## src/rtl/refsched_pkg.sv

```systemverilog
package refsched_pkg;

    typedef enum logic {
        TM_LOAD,
        TM_RUN
    } tm_state_e;

    typedef enum logic [1:0] {
        RQ_IDLE,
        RQ_OWED,
        RQ_FULL
    } rq_state_e;

endpackage

```

## src/rtl/refsched_timer.sv

```systemverilog
module refsched_timer
    import refsched_pkg::*;
#(
    parameter int IVL_W = 16
) (
    input  logic             clk,
    input  logic             rst_n,
    input  logic             temp_hot_i,
    input  logic [IVL_W-1:0] ivl_norm_i,
    input  logic [IVL_W-1:0] ivl_hot_i,
    output logic             tick_o
);

    localparam logic [IVL_W-1:0] ONE = {{(IVL_W-1){1'b0}}, 1'b1};

    tm_state_e        state_q, state_nx;
    logic [IVL_W-1:0] cnt_q, cnt_nx;
    logic [IVL_W-1:0] sel_ivl;
    logic [IVL_W-1:0] load_val;

    // Range choice is only consumed when a load happens.
    always_comb begin
        sel_ivl  = temp_hot_i ? ivl_hot_i : ivl_norm_i;
        load_val = (sel_ivl == '0) ? '0 : (sel_ivl - ONE);
    end

    always_ff @(posedge clk or negedge rst_n) begin
        if (!rst_n) begin
            state_q <= TM_LOAD;
            cnt_q   <= '0;
        end else begin
            state_q <= state_nx;
            cnt_q   <= cnt_nx;
        end
    end

    always_comb begin
        state_nx = state_q;
        cnt_nx   = cnt_q;
        unique case (state_q)
            TM_LOAD: begin
                cnt_nx   = load_val;
                state_nx = TM_RUN;
            end
            TM_RUN: begin
                if (cnt_q == '0) begin
                    cnt_nx = load_val;
                end else begin
                    cnt_nx = cnt_q - ONE;
                end
            end
            default: begin
                state_nx = TM_LOAD;
            end
        endcase
    end

    always_comb begin
        tick_o = (state_q == TM_RUN) && (cnt_q == '0);
    end

endmodule

```

## src/rtl/refsched_ledger.sv

```systemverilog
module refsched_ledger
    import refsched_pkg::*;
#(
    parameter int MAX_OWED = 8,
    parameter int OWED_W   = $clog2(MAX_OWED + 1)
) (
    input  logic              clk,
    input  logic              rst_n,
    input  logic              tick_i,
    input  logic              grant_i,
    output logic [OWED_W-1:0] owed_o,
    output logic              req_o,
    output logic              urgent_o
);

    localparam logic [OWED_W-1:0] ONE  = {{(OWED_W-1){1'b0}}, 1'b1};
    localparam logic [OWED_W-1:0] CEIL = OWED_W'(MAX_OWED);

    rq_state_e         state_q, state_nx;
    logic [OWED_W-1:0] owed_q, owed_nx;
    logic              take;
    logic              add;

    // A grant only counts when something is actually owed; an expiry at the ceiling is dropped.
    always_comb begin
        take = grant_i && (state_q != RQ_IDLE);
        add  = tick_i && (state_q != RQ_FULL);
    end

    always_comb begin
        owed_nx  = owed_q;
        state_nx = state_q;
        unique case (state_q)
            RQ_IDLE: begin
                if (tick_i) begin
                    owed_nx  = ONE;
                    state_nx = RQ_OWED;
                end
            end
            RQ_OWED: begin
                if (add && !take) begin
                    owed_nx = owed_q + ONE;
                end else if (take && !add) begin
                    owed_nx = owed_q - ONE;
                end
                if (owed_nx == '0) begin
                    state_nx = RQ_IDLE;
                end else if (owed_nx == CEIL) begin
                    state_nx = RQ_FULL;
                end
            end
            RQ_FULL: begin
                if (take && !tick_i) begin
                    owed_nx  = owed_q - ONE;
                    state_nx = RQ_OWED;
                end
            end
            default: begin
                owed_nx  = '0;
                state_nx = RQ_IDLE;
            end
        endcase
    end

    always_ff @(posedge clk or negedge rst_n) begin
        if (!rst_n) begin
            state_q <= RQ_IDLE;
            owed_q  <= '0;
        end else begin
            state_q <= state_nx;
            owed_q  <= owed_nx;
        end
    end

    always_comb begin
        req_o    = (state_q != RQ_IDLE);
        urgent_o = (state_q == RQ_FULL);
        owed_o   = owed_q;
    end

endmodule

```

## src/rtl/refresh_scheduler.sv

```systemverilog
module refresh_scheduler #(
    parameter int IVL_W    = 16,
    parameter int MAX_OWED = 8
) (
    input  logic             clk,
    input  logic             rst_n,
    input  logic             temp_hot_i,
    input  logic [IVL_W-1:0] ivl_norm_i,
    input  logic [IVL_W-1:0] ivl_hot_i,
    input  logic             grant_i,
    output logic             req_o,
    output logic             urgent_o
);

    localparam int OWED_W = $clog2(MAX_OWED + 1);

    logic              tick;
    logic [OWED_W-1:0] owed;

    refsched_timer #(
        .IVL_W(IVL_W)
    ) u_timer (
        .clk       (clk),
        .rst_n     (rst_n),
        .temp_hot_i(temp_hot_i),
        .ivl_norm_i(ivl_norm_i),
        .ivl_hot_i (ivl_hot_i),
        .tick_o    (tick)
    );

    refsched_ledger #(
        .MAX_OWED(MAX_OWED),
        .OWED_W  (OWED_W)
    ) u_ledger (
        .clk     (clk),
        .rst_n   (rst_n),
        .tick_i  (tick),
        .grant_i (grant_i),
        .owed_o  (owed),
        .req_o   (req_o),
        .urgent_o(urgent_o)
    );

endmodule

```

## config.mk

```make
export PLATFORM = sky130hd
export DESIGN_NAME = refresh_scheduler
export DESIGN_NICKNAME = d
export VERILOG_FILES = /design/src/rtl/refsched_pkg.sv /design/src/rtl/refsched_timer.sv /design/src/rtl/refsched_ledger.sv /design/src/rtl/refresh_scheduler.sv
export SDC_FILE = /design/constraint.sdc
export NUM_CORES = 1
export LEC_CHECK = 0
export BUFFER_PORTS_ARGS = -buffer_cell sky130_fd_sc_hd__buf_4
export CORE_AREA = 5 5 68 70
export DETAILED_ROUTE_END_ITERATION = 10
export DIE_AREA = 0 0 73 75
export GPL_TIMING_DRIVEN = 0
export PLACE_DENSITY_LB_ADDON = 0.25
export SETUP_SLACK_MARGIN = 0.3
export SLEW_MARGIN = 20
export SYNTH_ARGS = -nofsm -noshare
export SYNTH_HDL_FRONTEND = slang
export SYNTH_SLANG_ARGS = --single-unit
```

## constraint.sdc

```tcl
create_clock -name clk -period 2.79 [get_ports clk]
set_clock_uncertainty 0.15 [all_clocks]
set_input_delay 0.279 -clock clk [delete_from_list [all_inputs] [get_ports clk]]
set_output_delay 0.279 -clock clk [all_outputs]
set_load 0.02 [all_outputs]
```

==> results.cfg, run 1 <==
[sta]
fin_crit_ns = 2.49
worst_pin_slew_ns = 0.631
fin_crit_sh = 0.891
hold_slack_ns = 0.261
rsz0062_at_grt = true
setup_tns_ns = 0
slew_viol_final = 0
max_slew_margin = 0.575
setup-violations-final = 0
hold_violations = 0
timing.fmax_mhz = 402

[worst_setup_path]
r2r_start = u_timer.cnt_q[11]$_DFF_PN0_
crit_fanout = 5
path_class = reg -> reg
cp_num_buf_inv = 1
cp_top_family = simple AND/OR/NAND/NOR gates
crit_slowest_cell = or4b_4
max_stage_delay_ns = 0.52
regToRegSetupSlack_ns = 0.30
start_kind = flip-flop
worstSetupEndpointType = flip-flop
cp.arrival_ns = 2.53
crit_chain = or3_4, or2_4, or4b_4, o21ai_4, o31ai_4, buf_12, o22ai_2
r2r-end = u_timer.cnt_q[7]$_DFF_PN0_
required_ns = 2.83
worstRegToRegCells = 7

[logic_synthesis]
synth_seq_cells = 23
synth_edf_count = 0
synth_nets = 292
synth.avg_cell_area_um2 = 8.42
synthFlopType = dfrtp_1
synth_warnings = 0
yosys.area.top_type_share = 0.273
ys_types = 54
synth_area_leaders = dfrtp_1 27%, mux2i_1 7.1%, xor2_1 7.1%, xnor2_1 5.8%, o22ai_1 4.2%
syn_inst = 250
yosysSeqAreaShare = 0.273
synth_area_leader_cell = dfrtp_1
async_flop_share = 1.00
netlist_area_um2 = 2100

[floorplanning]
initial_core_util = 0.538
dieArea_um2 = 5480
ios = 38
die_height_um = 75
core_area_um2 = 3910
num_rows = 23
die_w_um = 73

[clock_tree]
clockRootBuffer = clkbuf_8
cts_tree = yes
cts_htree_levels = 1
cts.sink_count = 23
clkLatencyLatePin_ns = 0.27
cts_buffers = 3
clkTransAtPathRegs_ns = 0.09
cts_buffer_depth = 2

[final_layout]
fill_cells = 335
nets = 345
diodes = 0
final_cell_mix = 47 x buf_4, 20 x dfrtp_1, 18 x nand2_1, 18 x nor2_1, 17 x xor2_1
final_common_cell = buf_4
drive_above_1_share = 0.285
synthToLayoutAreaGrowth_pct = 29.7

[global_route]
antenna_found_initial = 0
grt_pass1_vias = 2047
grt_use_total = 0.203
grt_max_degree = 24
grt_pass1_wl_um = 8890
gr-total-overflow = 0

[placement]
place.gp.congestion = 0.905
dp_hpwl_um = 4090
io_buffers = 35

[run]
maxCapViolations = 0

[power_and_ir_drop]
ir_drop_uv = 228
p_leak_nw = 1.16
p_per_area_nw_per_um2 = 595

[drt]
wire_per_inst_um = 16.1
routed_wl_um = 5650
via_per_inst = 6.02
dr.pass1.iters = 4
num_vias = 2120
drt-initial-drc-count = 151
drc_errors = 0
ant_nets = 0

[min_path]
hold_end = u_timer.cnt_q[0]$_DFF_PN0_
hp-start = ivl_norm_i[0]
worstHoldPathCells = 4
hp-class = in -> reg

[status]
outcome = finished clean
worst max path at each step:
stage               depth (start not counted)  slack, ns                           to                   startpoint
global route                                7       0.23   u_timer.cnt_q[6]$_DFF_PN0_  u_timer.cnt_q[11]$_DFF_PN0_
detailed placement                          9      -0.10  u_timer.cnt_q[12]$_DFF_PN0_                   temp_hot_i
CTS                                         7       0.30  u_timer.cnt_q[12]$_DFF_PN0_  u_timer.cnt_q[10]$_DFF_PN0_
floorplan                                   7       0.38  u_timer.cnt_q[11]$_DFF_PN0_  u_timer.cnt_q[11]$_DFF_PN0_
global placement                            9      -0.06  u_timer.cnt_q[12]$_DFF_PN0_                   temp_hot_i
finish                                      7       0.30   u_timer.cnt_q[7]$_DFF_PN0_  u_timer.cnt_q[11]$_DFF_PN0_
state kept, by name (all words and copies together), names as in the netlist:
| register | cells |
|---|---|
| u_ledger.state_q | 2 |
| u_timer.state_q | 1 |
| u_ledger.owed_o | 4 |
| u_timer.cnt_q | 16 |
where the power goes:
group	switching (mW)	internal [mW]	leakage [nW]	total, mW
logic	0.510	0.407	0.853	0.917
clock network	0.109	0.102	0.0228	0.211
registers	0.0826	0.412	0.281	0.495
total	0.702	0.921	1.16	1.62
per-stage QoR:
stage | total power [mW] | worst slack [ns] | std cells | instance area, um^2 | util
3_3_place_gp | 1.29 | -0.0568 | 335 | 2430 | 0.621
3_5_place_dp | 1.31 | -0.105 | 335 | 2430 | 0.621
2_1_floorplan | 1.08 | 0.378 | 250 | 2110 | -
6_report | 1.62 | 0.303 | 352 | 2730 | 0.697
5_1_grt | 1.73 | 0.228 | 352 | 2730 | 0.697
4_1_cts | 1.54 | 0.299 | 346 | 2580 | 0.659
final cells by class:
type,instances,area [um^2],share of cell area
timing repair buffer,48,379,0.139
buffer,12,77.6,0.0284
sequential,23,579,0.212
tap,50,62.6,0.0229
multi-input combinational,204,1540,0.566
inverter,11,41.3,0.0151
clock buffer,4,45.0,0.0165
worst register-to-register path, delay by kind of cell, from the launching register on:
family,cells,cell delay (ns)
AOI/OAI and AO/OA,3,0.51
DFF,1,0.42
and+or+nand+nor,3,1.16
buffers and inverters,1,0.17
cells by family after synthesis:
family / synth area share
other: 0.00178
buffers and inverters: 0.0482
and+or+nand+nor: 0.230
adders and majority gates: 0.0357
DFF: 0.273
AOI/OAI and AO/OA: 0.205
xor gates and xnor gates: 0.129
muxes: 0.0767
Yosys cell counts (6+ instances only):
cell type / n
o22ai_1: 14
inv_1: 11
a211oi_1: 6
nand3_1: 7
xor2_1: 17
ha_1: 6
nor3_1: 16
dfrtp_1: 23
o21ai_0: 6
nand2_1: 18
xnor2_1: 14
mux2i_1: 15
buf_2: 6
nor2_1: 18
a21oi_1: 6
routing by layer:
metal,share of wire,GRT usage
met1,0.44,0.247
met2,0.50,0.368
met3,0.047,0.0254
met4,0.013,0.0738
met5,0,0
timing repair:
item | in CTS | in global routing
hold buffers | 1 | 0
setup endpoints to repair | 17 | 17
setup buffers | 6 | 5
resized for setup | 6 | 24
pin swaps | 1 | 5
endpoints found under the hold margin | 23 | 0
gates cloned | 0 | 1
Note: power is estimated with default switching activity, not from simulation.
==> inputs of run 2 (changes only) <==
--- a/config.mk
+++ b/config.mk
@@ -5,6 +5,7 @@
 export SDC_FILE = /design/constraint.sdc
 export NUM_CORES = 1
 export LEC_CHECK = 0
+export ABC_CLOCK_PERIOD_IN_PS = 2790
 export BUFFER_PORTS_ARGS = -buffer_cell sky130_fd_sc_hd__buf_4
 export CORE_AREA = 5 5 68 70
 export DETAILED_ROUTE_END_ITERATION = 10
@@ -15,4 +16,5 @@
 export SLEW_MARGIN = 20
 export SYNTH_ARGS = -nofsm -noshare
 export SYNTH_HDL_FRONTEND = slang
+export SYNTH_HIERARCHICAL = 1
 export SYNTH_SLANG_ARGS = --single-unit
==> results.cfg, run 2 <==
[power_and_ir_drop]
p_sw_uw = 724
ir_drop_uv = 226
pwr-share-clk = 0.122
p_leak_nw = 1.28
p_per_area_nw_per_um2 = 550
internal_power_uw = 960
p_seq_frac = 0.299
switching_share = 0.430
comb_power_share = 0.580

[final_layout]
drive_above_1_share = 0.361
largest_register_ffs = 16
utilization = 0.782
fill_cells = 290
finalInstanceArea_um2 = 3060
regMostFlops = u_timer/cnt_q
final_common_cell = buf_4
final_cell_mix = 57 x buf_4, 23 x dfrtp_1, 19 x xnor2_1
synthToLayoutAreaGrowth_pct = 40.3
diodes = 0
nets = 358

[logic_synthesis]
synth_area_leader_cell = dfrtp_1
synth.most_common_cell = dfrtp_1
synthFlopType = dfrtp_1
ys_types = 54
async_flop_share = 1.00
synth_warnings = 6
synth_common_cells = 23 x dfrtp_1, 19 x xnor2_1, 16 x mux2i_1, 16 x nor2_1, 12 x nor3_1
synth_seq_cells = 23
syn_inst = 249
synth_edf_count = 0
netlist_area_um2 = 2180
synth_nets = 290
yosysSeqAreaShare = 0.264
yosys.area.top_type_share = 0.264
synth.avg_cell_area_um2 = 8.76
synth_area_leaders = dfrtp_1 26%, xnor2_1 7.6%, mux2i_1 7.3%, o22ai_2 4.0%, ha_1 2.9%

[clock_tree]
clockRootBuffer = clkbuf_8
cts.sink_count = 23
clkLatencyLatePin_ns = 0.26
cts_htree_levels = 1
clkTransAtPathRegs_ns = 0.08
cts_buffers = 3
cts_tree = yes
cts_buffer_depth = 2

[floorplanning]
num_rows = 23
ios = 38
die_w_um = 73
die_height_um = 75
core_area_um2 = 3910
dieArea_um2 = 5480
initial_core_util = 0.558

[drt]
routed_wl_um = 6420
wire_per_inst_um = 17.5
ant_nets = 0
dr.pass1.iters = 4
via_per_inst = 6.22
num_vias = 2278
drt-initial-drc-count = 120
drc_errors = 0

[sta]
max_slew_margin = 0.498
slew_viol_final = 0
timing.fmax_mhz = 316
hold_violations = 0
fin_crit_sh = 1.13
worst_pin_slew_ns = 0.742
fin_crit_ns = 3.16
setup_slack_ns = -0.370
rsz0062_at_grt = true
setup-violations-final = 5

[placement]
dp_hpwl_um = 4260
place.gp.congestion = 0.885
dp_slack_ns = -0.476
io_buffers = 37
placed_area_um2 = 2660

[worst_setup_path]
max_stage_delay_ns = 0.54
cp.arrival_ns = 3.13
worstSetupEndpointType = flip-flop
cp.depth = 9
r2r-end = u_ledger/state_q[0]$_DFFE_PN0P_
setup.worst_path.end = u_ledger/state_q[0]$_DFFE_PN0P_
cp_top_family = simple AND/OR/NAND/NOR gates
crit_start = u_timer/cnt_q[11]$_DFF_PN0_
worstRegToRegCells = 9
crit_chain = or4_4, or3_4, nor4_4, buf_4, or3b_4, a31oi_4, o311ai_4, nor4_2, o22ai_1
start_kind = flip-flop
r2r_start = u_timer/cnt_q[11]$_DFF_PN0_
crit_fanout = 3
crit_slowest_cell = or4_4
regToRegSetupSlack_ns = -0.37
cp_num_buf_inv = 1
required_ns = 2.76
path_class = reg -> reg

[min_path]
hp-class = in -> reg
worstHoldPathCells = 4

[global_route]
grt_use_total = 0.242
antenna_found_initial = 0
gr-total-overflow = 0
grt_pass1_vias = 2292
grt_pass1_wl_um = 10500
grt_max_degree = 24

[status]
violations = setup timing
outcome = finished with violations

[run]
maxCapViolations = 0
run 2: cell count changes in the layout (fill, tap and decap cells not counted), sizes merged, moves of 3 or more:
cell / delta
o31a: +3
nor3: -4
nand4: -3
nand3: -4
nor4b: +6
xnor2: +5
nand2: -7
xor2: -10
nor2b: +4
buf: +18
mux2: +3
nand2b: +5
nor4: +4
run 2: power by group through the flow:
stage / Combinational (mW) / Clock, mW / Sequential (mW)
3_5_place_dp: 0.797 / 0 / 0.505
2_1_floorplan: 0.600 / 0 / 0.483
6_report: 0.976 / 0.205 / 0.503
3_3_place_gp: 0.780 / 0 / 0.501
5_1_grt: 1.06 / 0.221 / 0.515
4_1_cts: 0.854 / 0.209 / 0.496
run 2: metrics by stage:
| step | std cells | hold WS, ns | TNS [ns] | total power [mW] |
|---|---|---|---|---|
| finish | 366 | 0.287 | -1.24 | 1.68 |
| detailed placement | 336 | 0.0375 | -1.59 | 1.30 |
| CTS | 362 | 0.180 | -0.898 | 1.56 |
| floorplan | 249 | -0.167 | -0.471 | 1.08 |
| global route | 366 | 0.306 | -1.88 | 1.80 |
| global placement | 336 | 0.0375 | -1.47 | 1.28 |
run 2: layout make-up:
class	count	area, um^2	area share
Multi-Input combinational cell	201	1700	0.555
Sequential cell	23	576	0.188
Timing Repair Buffer	63	502	0.164
Buffer	13	134	0.0437
Tap cell	50	62.6	0.0204
Clock buffer	4	45.0	0.0147
Inverter	12	45.0	0.0147
run 2: how the worst min path moves through the flow:
stage / start / to
after floorplan: rst_n / u_ledger/owed_o[0]$_DFFE_PN0P_
after global placement: rst_n / u_timer/state_q$_DFF_PN0_
after global routing: ivl_norm_i[0] / u_timer/cnt_q[0]$_DFF_PN0_
after detailed placement: rst_n / u_ledger/owed_o[1]$_DFFE_PN0P_
final: ivl_norm_i[0] / u_timer/cnt_q[0]$_DFF_PN0_
after CTS: ivl_norm_i[0] / u_timer/cnt_q[0]$_DFF_PN0_
run 2: logic make-up after synthesis:
family,after synthesis,synth area share
flip-flops,23,0.264
other,1,0.00172
adder cells (fa/ha/maj),5,0.0287
multiplexers,20,0.0940
AO/OA/AOI/OAI,60,0.213
AND/OR/NAND/NOR,89,0.242
XOR/XNOR,26,0.104
buffers and inverters,25,0.0527
run 2: worst reg2reg max path, stage by stage (launching register included):
cell and delay, ns:
dfrtp_1 0.39, or4_4 0.54, or3_4 0.37, nor4_4 0.31, buf_4 0.17, or3b_4 0.38
a31oi_4 0.19, o311ai_4 0.13, nor4_2 0.23, o22ai_1 0.14
run 2: routing by layer:
| metal | wire, um | up-vias | global-route usage | part of all wire |
|---|---|---|---|---|
| li1 | - | 1069 | - | - |
| met1 | 2480 | 1082 | 0.283 | 0.39 |
| met2 | 3330 | 103 | 0.449 | 0.52 |
| met3 | 394 | 24 | 0.0227 | 0.061 |
| met4 | 220 | 0 | 0.102 | 0.034 |
| met5 | 0 | - | 0 | 0 |
run 2: timing repair:
action	4_1_cts	5_1_grt
endpoints found under the setup margin	20	22
gates cloned	2	0
pin swaps	11	15
hold endpoints to repair	23	0
setup buffers	19	4
gates resized for setup	14	19
hold buffers	1	0
